[src/rtl/sc_pkg.sv]
package sc_pkg;

    localparam int STAT_W    = 8;
    localparam int COND_W    = STAT_W - 1;
    localparam int ERR_BITS  = 5;
    localparam int BIT_WARN  = 5;
    localparam int BIT_BOOT  = 7;

    localparam logic [7:0] STATUS_ADDR = 8'h10;
    localparam logic [7:0] CMD_ADDR    = 8'h11;

    typedef enum logic [7:0] {
        CMD_RSV0     = 8'h00,
        CMD_RSV1     = 8'h01,
        CMD_SOFT_RST = 8'h02,
        CMD_REBOOT   = 8'h03,
        CMD_SLEEP    = 8'h04,
        CMD_SCLR     = 8'h05
    } cmd_code_e;

    typedef enum logic [1:0] {
        MODE_BOOT  = 2'd0,
        MODE_RUN   = 2'd1,
        MODE_SLEEP = 2'd2
    } mode_e;

    typedef struct packed {
        logic any_wr;
        logic stat_wr;
        logic soft_rst;
        logic reboot;
        logic sleep;
        logic sclr;
    } req_t;

    function automatic logic [STAT_W-1:0] err_mask();
        logic [STAT_W-1:0] m;
        for (int i = 0; i < STAT_W; i++) m[i] = (i < ERR_BITS);
        return m;
    endfunction

endpackage

[src/rtl/sc_cmd_decode.sv]
module sc_cmd_decode
    import sc_pkg::*;
#(
    parameter int ADDR_W = 8
) (
    input  logic              wr,
    input  logic [ADDR_W-1:0] addr,
    input  logic [7:0]        wdata,
    output req_t              req
);
    logic hit_cmd;
    assign hit_cmd = wr && (addr == ADDR_W'(CMD_ADDR));

    always_comb begin
        req         = '0;
        req.any_wr  = wr;
        req.stat_wr = wr && (addr == ADDR_W'(STATUS_ADDR));
        if (hit_cmd) begin
            case (wdata)
                8'(CMD_SOFT_RST): req.soft_rst = 1'b1;
                8'(CMD_REBOOT):   req.reboot   = 1'b1;
                8'(CMD_SLEEP):    req.sleep    = 1'b1;
                8'(CMD_SCLR):     req.sclr     = 1'b1;
                default:          ;
            endcase
        end
    end
endmodule

[src/rtl/sc_status_reg.sv]
module sc_status_reg
    import sc_pkg::*;
#(
    parameter logic [STAT_W-1:0] RST_VAL = STAT_W'(1) << BIT_BOOT
) (
    input  logic              clk,
    input  logic              rst,
    input  req_t              req,
    input  logic [7:0]        wdata,
    input  logic [STAT_W-1:0] set_vec,
    output logic [STAT_W-1:0] status
);
    logic [STAT_W-1:0] keep;

    always_comb begin
        if (req.sclr)         keep = '0;
        else if (req.stat_wr) keep = wdata[STAT_W-1:0];
        else                  keep = '1;
    end

    for (genvar b = 0; b < STAT_W; b++) begin : g_bit
        always_ff @(posedge clk) begin
            if (rst) status[b] <= RST_VAL[b];
            else     status[b] <= (status[b] & keep[b]) | set_vec[b];
        end
    end
endmodule

[src/rtl/sc_mode_fsm.sv]
module sc_mode_fsm
    import sc_pkg::*;
(
    input  logic  clk,
    input  logic  rst,
    input  logic  preset,
    input  logic  load_done,
    input  req_t  req,
    output mode_e mode,
    output logic  boot_evt,
    output logic  soft_rst
);
    mode_e mode_n;
    logic  sleep_ok;

    assign sleep_ok = req.sleep && (mode != MODE_BOOT);
    assign boot_evt = preset || req.reboot || sleep_ok;

    always_comb begin
        mode_n = mode;
        if (preset || req.reboot) begin
            mode_n = MODE_BOOT;
        end else begin
            case (mode)
                MODE_BOOT:  if (load_done) mode_n = MODE_RUN;
                MODE_RUN:   if (req.sleep) mode_n = MODE_SLEEP;
                MODE_SLEEP: if (req.any_wr) mode_n = req.sleep ? MODE_SLEEP : MODE_RUN;
                default:    mode_n = MODE_BOOT;
            endcase
        end
    end

    always_ff @(posedge clk) begin
        if (rst) begin
            mode     <= MODE_BOOT;
            soft_rst <= 1'b0;
        end else begin
            mode     <= mode_n;
            soft_rst <= req.soft_rst;
        end
    end
endmodule

[src/rtl/sc_ctrl_core.sv]
module sc_ctrl_core
    import sc_pkg::*;
#(
    parameter int ADDR_W = 8
) (
    input  logic              clk,
    input  logic              rst,
    input  logic              reg_wr,
    input  logic [ADDR_W-1:0] reg_addr,
    input  logic [7:0]        reg_wdata,
    output logic [7:0]        reg_rdata,
    input  logic              preset_i,
    input  logic [COND_W-1:0] cond_i,
    output logic              load_req_o,
    input  logic              load_done_i,
    output logic              sleep_o,
    output logic              soft_rst_o,
    output logic              ready_o,
    output logic              err_n_o,
    output logic              wrn_n_o
);
    localparam logic [STAT_W-1:0] ERR_MASK = err_mask();

    req_t              req;
    mode_e             mode;
    logic              boot_evt;
    logic [STAT_W-1:0] status_q;

    sc_cmd_decode #(.ADDR_W(ADDR_W)) i_dec (
        .wr    (reg_wr),
        .addr  (reg_addr),
        .wdata (reg_wdata),
        .req   (req)
    );

    sc_mode_fsm i_fsm (
        .clk       (clk),
        .rst       (rst),
        .preset    (preset_i),
        .load_done (load_done_i),
        .req       (req),
        .mode      (mode),
        .boot_evt  (boot_evt),
        .soft_rst  (soft_rst_o)
    );

    sc_status_reg i_stat (
        .clk     (clk),
        .rst     (rst),
        .req     (req),
        .wdata   (reg_wdata),
        .set_vec ({boot_evt, cond_i}),
        .status  (status_q)
    );

    assign reg_rdata  = (reg_addr == ADDR_W'(STATUS_ADDR)) ? status_q : 8'h00;
    assign load_req_o = (mode == MODE_BOOT);
    assign ready_o    = (mode == MODE_RUN);
    assign sleep_o    = (mode == MODE_SLEEP);
    assign err_n_o    = !((|(status_q & ERR_MASK)) || (mode != MODE_RUN));
    assign wrn_n_o    = !status_q[BIT_WARN];
endmodule

[config.mk]
export PLATFORM = sky130hd
export DESIGN_NAME = sc_ctrl_core
export DESIGN_NICKNAME = d
export VERILOG_FILES = /design/src/rtl/sc_pkg.sv /design/src/rtl/sc_cmd_decode.sv /design/src/rtl/sc_status_reg.sv /design/src/rtl/sc_mode_fsm.sv /design/src/rtl/sc_ctrl_core.sv
export SDC_FILE = /design/constraint.sdc
export NUM_CORES = 1
export LEC_CHECK = 0
export BUFFER_PORTS_ARGS = -buffer_cell sky130_fd_sc_hd__buf_4
export CORE_MARGIN = 8
export CORE_UTILIZATION = 35
export CTS_CLUSTER_SIZE = 12
export DETAILED_ROUTE_END_ITERATION = 8
export HOLD_SLACK_MARGIN = 0.08
export PLACE_DENSITY = 0.73
export SETUP_SLACK_MARGIN = 0.1
export SYNTH_ARGS = -nofsm -noshare
export SYNTH_HDL_FRONTEND = slang
export SYNTH_SLANG_ARGS = --single-unit
[constraint.sdc]
create_clock -name clk -period 6.5 [get_ports clk]
set_clock_uncertainty 0.15 [all_clocks]
set_input_delay 1.625 -clock clk [delete_from_list [all_inputs] [get_ports clk]]
set_output_delay 1.625 -clock clk [all_outputs]
set_load 0.02 [all_outputs]
Yosys cells after proc, flatten, opt, wreduce, memory -nomap -nowiden. Index checks and enable logic that the tools add are counted.

$add $sub $neg: 0. Multipliers: 0. Div/mod/pow operators: 0. Magnitude comparators: 0. Equality and inequality tests: 12. Shifts and indexed selects: 0. Mux-type cells: 13. Bitwise logic cells: 17. Reduce and logical (&&, ||, !) cells: 14.

Operator list (count): 8-bit two-way mux (3); 8-bit by 2-bit == test with 1-bit output (second input constant) (2); 8-bit by 3-bit == test with 1-bit output (second input constant) (2); 8-bit by 5-bit == test with 1-bit output (second input constant) (2); 1-bit bitwise AND (8); 2-bit two-way mux (4); 1-bit OR (8); 2-bit by 1-bit inequality test with 1-bit output (second input constant) (3); 2-bit one-hot mux with 3 select lines (1); 5-bit OR reduction (1); 1-bit two-way mux (4); 2-bit OR reduction (2); 1-bit logical AND (3); 1-bit logical OR (3); 3-bit two-way mux (1); 3-bit AND reduction (1); 2-bit by 1-bit == test with 1-bit output (second input constant) (1); 2-bit == test (second input constant) (1); 1-bit zero test (2); 2-bit zero test (1); 2-bit inequality test (second input constant) (1); 2-bit nonzero test (1); 1-bit inverter (1).

Register bits after elaboration: 11. Bits in latches: 0. RAM bits: 0. Bits in read-only memories: 0. Input bits: 28. Output and inout port bits: 14. Memories: 0.

Longest topological paths before layout. Gate-level depths: netlist (run 1).

Depth after elaboration: 6. Depth in mapped cells: 5.

Hierarchy. A second synthesis (run 1) with hierarchy kept.

Cell total of the unflattened synthesis: 91. Area, all modules: 742.0 um^2.

Modules (own cells, without submodules): sc_status_reg (instances 1, cells each 33, area an instance 297.8 um^2, sequential area each 160.2 um^2); sc_ctrl_core (instances 1, cells each 25, area an instance 176.4 um^2, sequential area each 0.0 um^2); sc_mode_fsm (instances 1, cells each 17, area an instance 150.1 um^2, sequential area each 60.1 um^2); sc_cmd_decode (instances 1, cells each 16, area an instance 117.6 um^2, sequential area each 0.0 um^2).

Worst setup path after synthesis (run 1). OpenSTA, ideal clock, no wires.

Kind: input-to-output. From: input port reg_addr[5]. To: output port reg_rdata[5]. Arrival time: 2.872 ns. Setup slack: 1.853 ns. Stages: 2. Path through: or4b_4 > nor4_1.

Longest elaborated chain between the ends: 2.

RTL lines: start: declaration (line sc_ctrl_core.sv:9) `input logic [ADDR_W-1:0] reg_addr,`; 8-bit by 5-bit == test with 1-bit output (line sc_ctrl_core.sv:56) `assign reg_rdata = (reg_addr == ADDR_W'(STATUS_ADDR)) ? status_q : 8'h00;`; 8-bit two-way mux (line sc_ctrl_core.sv:56); end: declaration (line sc_ctrl_core.sv:11) `output logic [7:0] reg_rdata,`.

No other way between the ends.

Worst setup path in the final report (run 1).
From: input port reg_addr[5]. To: output port reg_rdata[1].

The elaborated chain is that of the path after synthesis.

==> run_results.csv, run 1 <==
group,metric,value,unit
detailed_routing,drt_pass1_iterations,4,
grt,grt_overflow,0,
logic_synthesis,syn_inst,82,
cells_and_area,design_area,1030,um2
clock_network,worstSkewPairLatency,0.27,ns
detailed_routing,wirelength,2080,um
outcome,status,"completed",
die,io_pins,42,
logic_synthesis,synthFlopType,"dfxtp_1",
cells_and_area,drive_above_1_share,39.2,%
logic_synthesis,yosysTopAreaCell,"dfxtp_1",
clock_network,cts_buffer_depth,2,
timing,setup_viol,0,
worst_setup_path,worstPathRequired,4.72,ns
placed_design,dpl_cell_area,1000,um2
power_and_ir_drop,pwr-share-seq,47.6,%
clock_network,numCtsBuffers,3,
clock_network,cts_sinks,11,
die,dieArea,3590,um2
power_and_ir_drop,vdd_ir_drop_max,0.0838,mV
logic_synthesis,postSynthNetCount,110,
power_and_ir_drop,switching_share,26.0,%
power_and_ir_drop,p_switching,0.0397,mW
detailed_routing,drc,0,
logic_synthesis,yosysSeqAreaShare,32.7,%
worst_setup_path,critPathArrivalTime,3.18,ns
logic_synthesis,synthDistinctLibCells,25,
worst_setup_path,critPathKind,"input port to output port",
timing,fin_crit_sh,76.3,%
logic_synthesis,synth_commonest_cells,"11 x dfxtp_1, 10 x inv_1, 10 x o21ai_0",
detailed_routing,num_vias,750,
worst_setup_path,cpMaxStageDelayCell,"or4b_4",
timing,grt_setup_unrepaired,"false",
logic_synthesis,ys_seq_elements,11,
grt,antenna_found_initial,0,
detailed_routing,routed_via_density,4.93,
clock_network,tritoncts,"yes",
grt,groute.usage.overall,12.8,%
die,die_w,59.9,um
cells_and_area,antennaDiodeCount,0,
cells_and_area,nFillCells,194,
worst_setup_path,crit_buf_inv,2,
worst_setup_path,endpoint_kind,"output port",
logic_synthesis,synth_warnings,0,
clock_network,path_clk_slew,0.08,ns
logic_synthesis,synth_area,674,um2
detailed_routing,drtAntennaViolNets,0,
power_and_ir_drop,clockPowerShare,31.6,%
timing,hold_viol,0,
timing,finalSetupTns,0,ns
worst_setup_path,cp_max_fo,7,
clock_network,h-tree-depth,1,
power_and_ir_drop,p_comb_share,20.8,%
power_and_ir_drop,intPower,0.113,mW
timing,slew_violations,0,
placed_design,io_buffers,41,
timing,clock.fmax,0.202,GHz
hold_path,hold_class,"flop to flop",
run,maxCapViolCount,0,
cells_and_area,fin_nets,154,
grt,grt_pass1_vias,839,
timing,finalCriticalPeriod,4.96,ns
timing,max_slew.worst_pin.slew,0.769,ns
logic_synthesis,synth.area.top_cells,"dfxtp_1 33%, a221oi_1 9.1%, o21ai_0 7.4%, and2_1 6.5%, inv_1 5.6%",
power_and_ir_drop,p_per_area,149,nW/um2
worst_setup_path,crit_top_cell,"buf_4",
clock_network,cts_root_buffer,"clkbuf_4",
die,num_rows,16,
die,die_height,59.9,um
logic_synthesis,synth_top_area_share,32.7,%
grt,grt_start_max_net_pins,13,
logic_synthesis,synthArstFlopShare,0,%
die,core,1880,um2
detailed_routing,drt_iter0_markers,10,
worst_setup_path,cp_cell_sequence,"buf_4, or4b_4, nor3_1, and2_1, buf_4",
logic_synthesis,syn_avg_cell_area,8.22,um2
power_and_ir_drop,power.leakage,0.478,nW
worst_setup_path,critPathTopFamily,"simple AND/OR/NAND/NOR gates",
grt,grt_pass1_wl,3620,um
logic_synthesis,yosysMostFrequentCell,"dfxtp_1",
logic_synthesis,synth_edf_count,0,
clock_network,cts_setup_buffers,0,
timing,relSlewSlack,48.6,%
clock_network,cts_resized,0,
worst_setup_path,slowest_delay,0.55,ns
detailed_routing,wire_per_inst,13.7,um
placed_design,dp_hpwl,1700,um
clock_network,ctsHoldBuffers,0,
worst_setup_path,cp-start-kind,"input port",
die,initial_core_util,35.8,%
cells_and_area,area_growth_syn_to_layout,52.3,%
placed_design,gp_congestion,0.712,
==> routing by layer <==
metal	share of wire, %	vias up	track usage [%]
li1	-	384	-
met4	0	0	4.42
met3	8.4	0	4.95
met1	43	343	14.5
met2	48	23	21.2
met5	0	-	0
==> power by group through the flow <==
stage | registers (mW) | logic [mW] | clock network (mW)
after floorplan | 0.0736 | 0.0132 | 0
after global placement | 0.0743 | 0.0312 | 0
after detailed placement | 0.0742 | 0.0319 | 0
after CTS | 0.0727 | 0.0320 | 0.0503
after global routing | 0.0733 | 0.0352 | 0.0539
final | 0.0727 | 0.0318 | 0.0482
==> per-stage QoR <==
| step | instances | total power, mW | hold WS, ns | setup slack [ns] | util (%) |
|---|---|---|---|---|---|
| after floorplan | 82 | 0.0868 | 0.294 | 1.85 | - |
| after global placement | 148 | 0.106 | 0.306 | 1.49 | 53.2 |
| after detailed placement | 148 | 0.106 | 0.327 | 1.52 | 53.2 |
| after CTS | 152 | 0.155 | 0.336 | 1.52 | 54.6 |
| after global routing | 152 | 0.162 | 0.368 | 1.44 | 54.6 |
| final | 152 | 0.153 | 0.334 | 1.54 | 54.6 |
==> path summary, 6_finish.rpt <==
| check | start | endpoint | slack (ns) | depth (start not counted) |
|---|---|---|---|---|
| worst max-delay path | reg_addr[5] | reg_rdata[1] | 1.54 | 5 |
| worst min-delay path | i_stat.status[7] | i_stat.status[7] | 0.33 | 2 |
| worst max register to register | i_fsm.mode[1] | i_stat.status[7] | 5.24 | 4 |
| worst min register to register | i_stat.status[7] | i_stat.status[7] | 0.33 | 2 |
==> flip-flops by register name (all words and copies together) (netlist names) <==
signal / count
i_fsm.soft_rst: 1
i_fsm.mode: 2
i_stat.status: 8
==> placed cells by master, fill, tap and decap left out, drive strengths merged, types with 2 or more instances in the layout <==
master,instances
nor3,3
or4,2
or3,2
nand2b,5
dfxtp,11
nor4,2
nor2,9
nand3b,2
clkbuf,4
o21ai,10
a221oi,7
inv,10
buf,41
and2,7
==> kinds of logic after synthesis <==
family | share of synthesized area, %
flip-flops | 32.7
buffers and inverters | 7.79
AND/OR/NAND/NOR | 37.7
AO/OA/AOI/OAI | 21.9
==> final cells by class <==
class / count / area [um2] / share of cell area, %
flip-flops and latches: 11 / 220 / 21.4
repair buffers: 41 / 308 / 30.0
well taps: 27 / 33.8 / 3.29
multi-input cells: 59 / 402 / 39.1
inverters: 10 / 37.5 / 3.65
clock buffers: 4 / 26.3 / 2.56
==> tightest hold or removal path, stage by stage (launching register included) <==
cell,delay [ns]
dfxtp_1,0.31
o21ai_0,0.07
o21bai_1,0.06
Note: power is estimated with default switching activity, not from simulation.
==> run 2: changes to the inputs <==
Settings changed: ABC_AREA set to 1.
Clock period 6.5 ns to 4.47 ns, I/O delays scaled along.
==> run_results.csv, run 2 <==
group,metric,value,unit
clock_network,cts_sinks,11,
hold_path,min-delay-start,"i_stat.status[6]",
die,dieArea,3960,um2
placed_design,dp_hpwl,1860,um
timing,setup_viol,0,
grt,groute.usage.overall,10.8,%
detailed_routing,num_vias,881,
timing,clock.fmax,0.287,GHz
timing,relSlewSlack,67.7,%
cells_and_area,regMostFlops,"i_stat.status",
logic_synthesis,syn_avg_cell_area,6.08,um2
logic_synthesis,synth_area,772,um2
clock_network,h-tree-depth,1,
detailed_routing,drt_pass1_iterations,4,
timing,finalCriticalPeriod,3.48,ns
logic_synthesis,synth_commonest_cells,"31 x inv_1, 18 x nand3_1, 17 x nor2_1",
logic_synthesis,yosysSeqAreaShare,28.5,%
timing,whs,0.338,ns
power_and_ir_drop,vdd_ir_drop_max,0.222,mV
detailed_routing,wirelength,2180,um
cells_and_area,antennaDiodeCount,0,
power_and_ir_drop,p_per_area,199,nW/um2
die,die_w,63.0,um
cells_and_area,nFillCells,223,
timing,grt_setup_unrepaired,"false",
cells_and_area,top_regs,"i_stat.status x8, i_fsm.mode x2, i_fsm.soft_rst x1",
clock_network,numCtsBuffers,3,
placed_design,place_worst_setup_slack,0.981,ns
clock_network,path_clk_slew,0.07,ns
logic_synthesis,synth.area.top_cells,"dfxtp_1 29%, inv_1 15%, nand3_1 12%, nor2_2 9.7%, nor2_1 8.3%",
worst_setup_path,endpoint_kind,"output port",
timing,max_slew.worst_pin.slew,0.485,ns
worst_setup_path,regToRegSetupSlack,3.25,ns
power_and_ir_drop,power.leakage,0.601,nW
cells_and_area,drive_above_1_share,37.9,%
die,core,2150,um2
logic_synthesis,synth_warnings,0,
hold_path,min_to,"i_stat.status[6]",
timing,finalSetupTns,0,ns
cells_and_area,fin_nets,198,
logic_synthesis,yosysTopAreaCell,"dfxtp_1",
die,die_height,63.0,um
grt,grt_start_max_net_pins,11,
logic_synthesis,synth_top_area_share,28.5,%
cells_and_area,area_growth_syn_to_layout,45.2,%
detailed_routing,drc,0,
outcome,status,"completed",
run,maxCapViolCount,0,
cells_and_area,mostFrequentLayoutCell,"buf_4",
grt,grt_pass1_vias,874,
worst_setup_path,rr_startpoint,"i_fsm.mode[1]",
detailed_routing,routed_via_density,4.47,
clock_network,cts_resized,0,
worst_setup_path,critPathArrivalTime,2.22,ns
timing,slew_violations,0,
detailed_routing,wire_per_inst,11.0,um
die,num_rows,17,
worst_setup_path,r2r_end,"i_fsm.mode[1]",
logic_synthesis,synth_edf_count,0,
worst_setup_path,cp_max_fo,8,
logic_synthesis,syn_inst,127,
grt,grt_overflow,0,
worst_setup_path,slowest_delay,0.38,ns
die,io_pins,42,
hold_path,hold_class,"flop to flop",
placed_design,place_inst,193,
placed_design,io_buffers,41,
logic_synthesis,ys_seq_elements,11,
worst_setup_path,cp_cell_sequence,"buf_4, nor2_2, nand2_2, inv_2, nand2_2, or2_1, nor2_2, buf_4",
worst_setup_path,r2r_cells,7,
cells_and_area,final_cell_mix,"41 x buf_4, 31 x inv_1, 18 x nand3_1",
detailed_routing,drtAntennaViolNets,0,
worst_setup_path,worstPathRequired,3.20,ns
clock_network,tritoncts,"yes",
logic_synthesis,synthArstFlopShare,0,%
clock_network,cts_buffer_depth,2,
logic_synthesis,synthDistinctLibCells,21,
timing,setup_slack,0.985,ns
placed_design,gp_congestion,0.819,
clock_network,ctsHoldBuffers,0,
clock_network,worstSkewPairLatency,0.26,ns
hold_path,holdPathStages,2,
clock_network,cts_setup_buffers,0,
timing,hold_viol,0,
timing,fin_crit_sh,78.0,%
worst_setup_path,critPathKind,"input port to output port",
logic_synthesis,postSynthNetCount,155,
grt,grt_pass1_wl,3620,um
die,initial_core_util,35.9,%
logic_synthesis,synthFlopType,"dfxtp_1",
detailed_routing,drt_iter0_markers,33,
worst_setup_path,cp-start-kind,"input port",
worst_setup_path,cpMaxStageDelayCell,"or2_1",
clock_network,cts_root_buffer,"clkbuf_4",
cells_and_area,largest_register_ffs,8,
logic_synthesis,yosysMostFrequentCell,"inv_1",
grt,antenna_found_initial,0,
cells_and_area,finalNonFillerCells,197,
[run 2: layer usage]
layer / global-route usage, % / routed length [um]
met1: 10.1 / 865
met2: 21.0 / 1130
met3: 4.30 / 159
met4: 2.56 / 23
met5: 0 / 0
[run 2: how the worst max path moves through the flow]
stage | start | to | slack (ns)
floorplan | reg_addr[3] | reg_rdata[0] | 1.27
global placement | reg_addr[3] | reg_rdata[3] | 1.0
detailed placement | reg_addr[5] | reg_rdata[3] | 0.98
CTS | reg_addr[5] | reg_rdata[3] | 0.97
global route | reg_addr[3] | reg_rdata[4] | 0.90
finish | reg_addr[3] | reg_rdata[3] | 0.99
[run 2: area by class of cell]
cell class              instances  area [um2]  share of cell area, %
inverters                      34         128                   11.4
repair buffers                 41         308                   27.5
flip-flops and latches         11         220                   19.6
well taps                      28        35.0                   3.12
clock buffers                   4        26.3                   2.34
multi-input cells              79         404                   36.0
[run 2: stage by stage]
stage                     power (mW)  instance area (um2)  utilization, %
after floorplan                0.132                  772               -
after global placement         0.157                 1090            51.0
after detailed placement       0.159                 1090            51.0
after CTS                      0.225                 1120            52.2
after global routing           0.235                 1120            52.2
final                          0.223                 1120            52.2
[run 2: report_power, final]
| group | internal [mW] | switching (mW) |
|---|---|---|
| logic | 0.0259 | 0.0241 |
| registers | 0.103 | 0.00302 |
| clock network | 0.0345 | 0.0321 |
[run 2: cell families after synthesis]
group,after synthesis,share of synthesized area [%]
simple gates,70,46.2
buf+inv,37,19.1
flops,11,28.5
compound gates,9,6.16
[run 2: worst max-delay path: cells and delay by family]
family / cells / cell delay, ns
simple gates: 5 / 0.78
buf+inv: 3 / 0.31
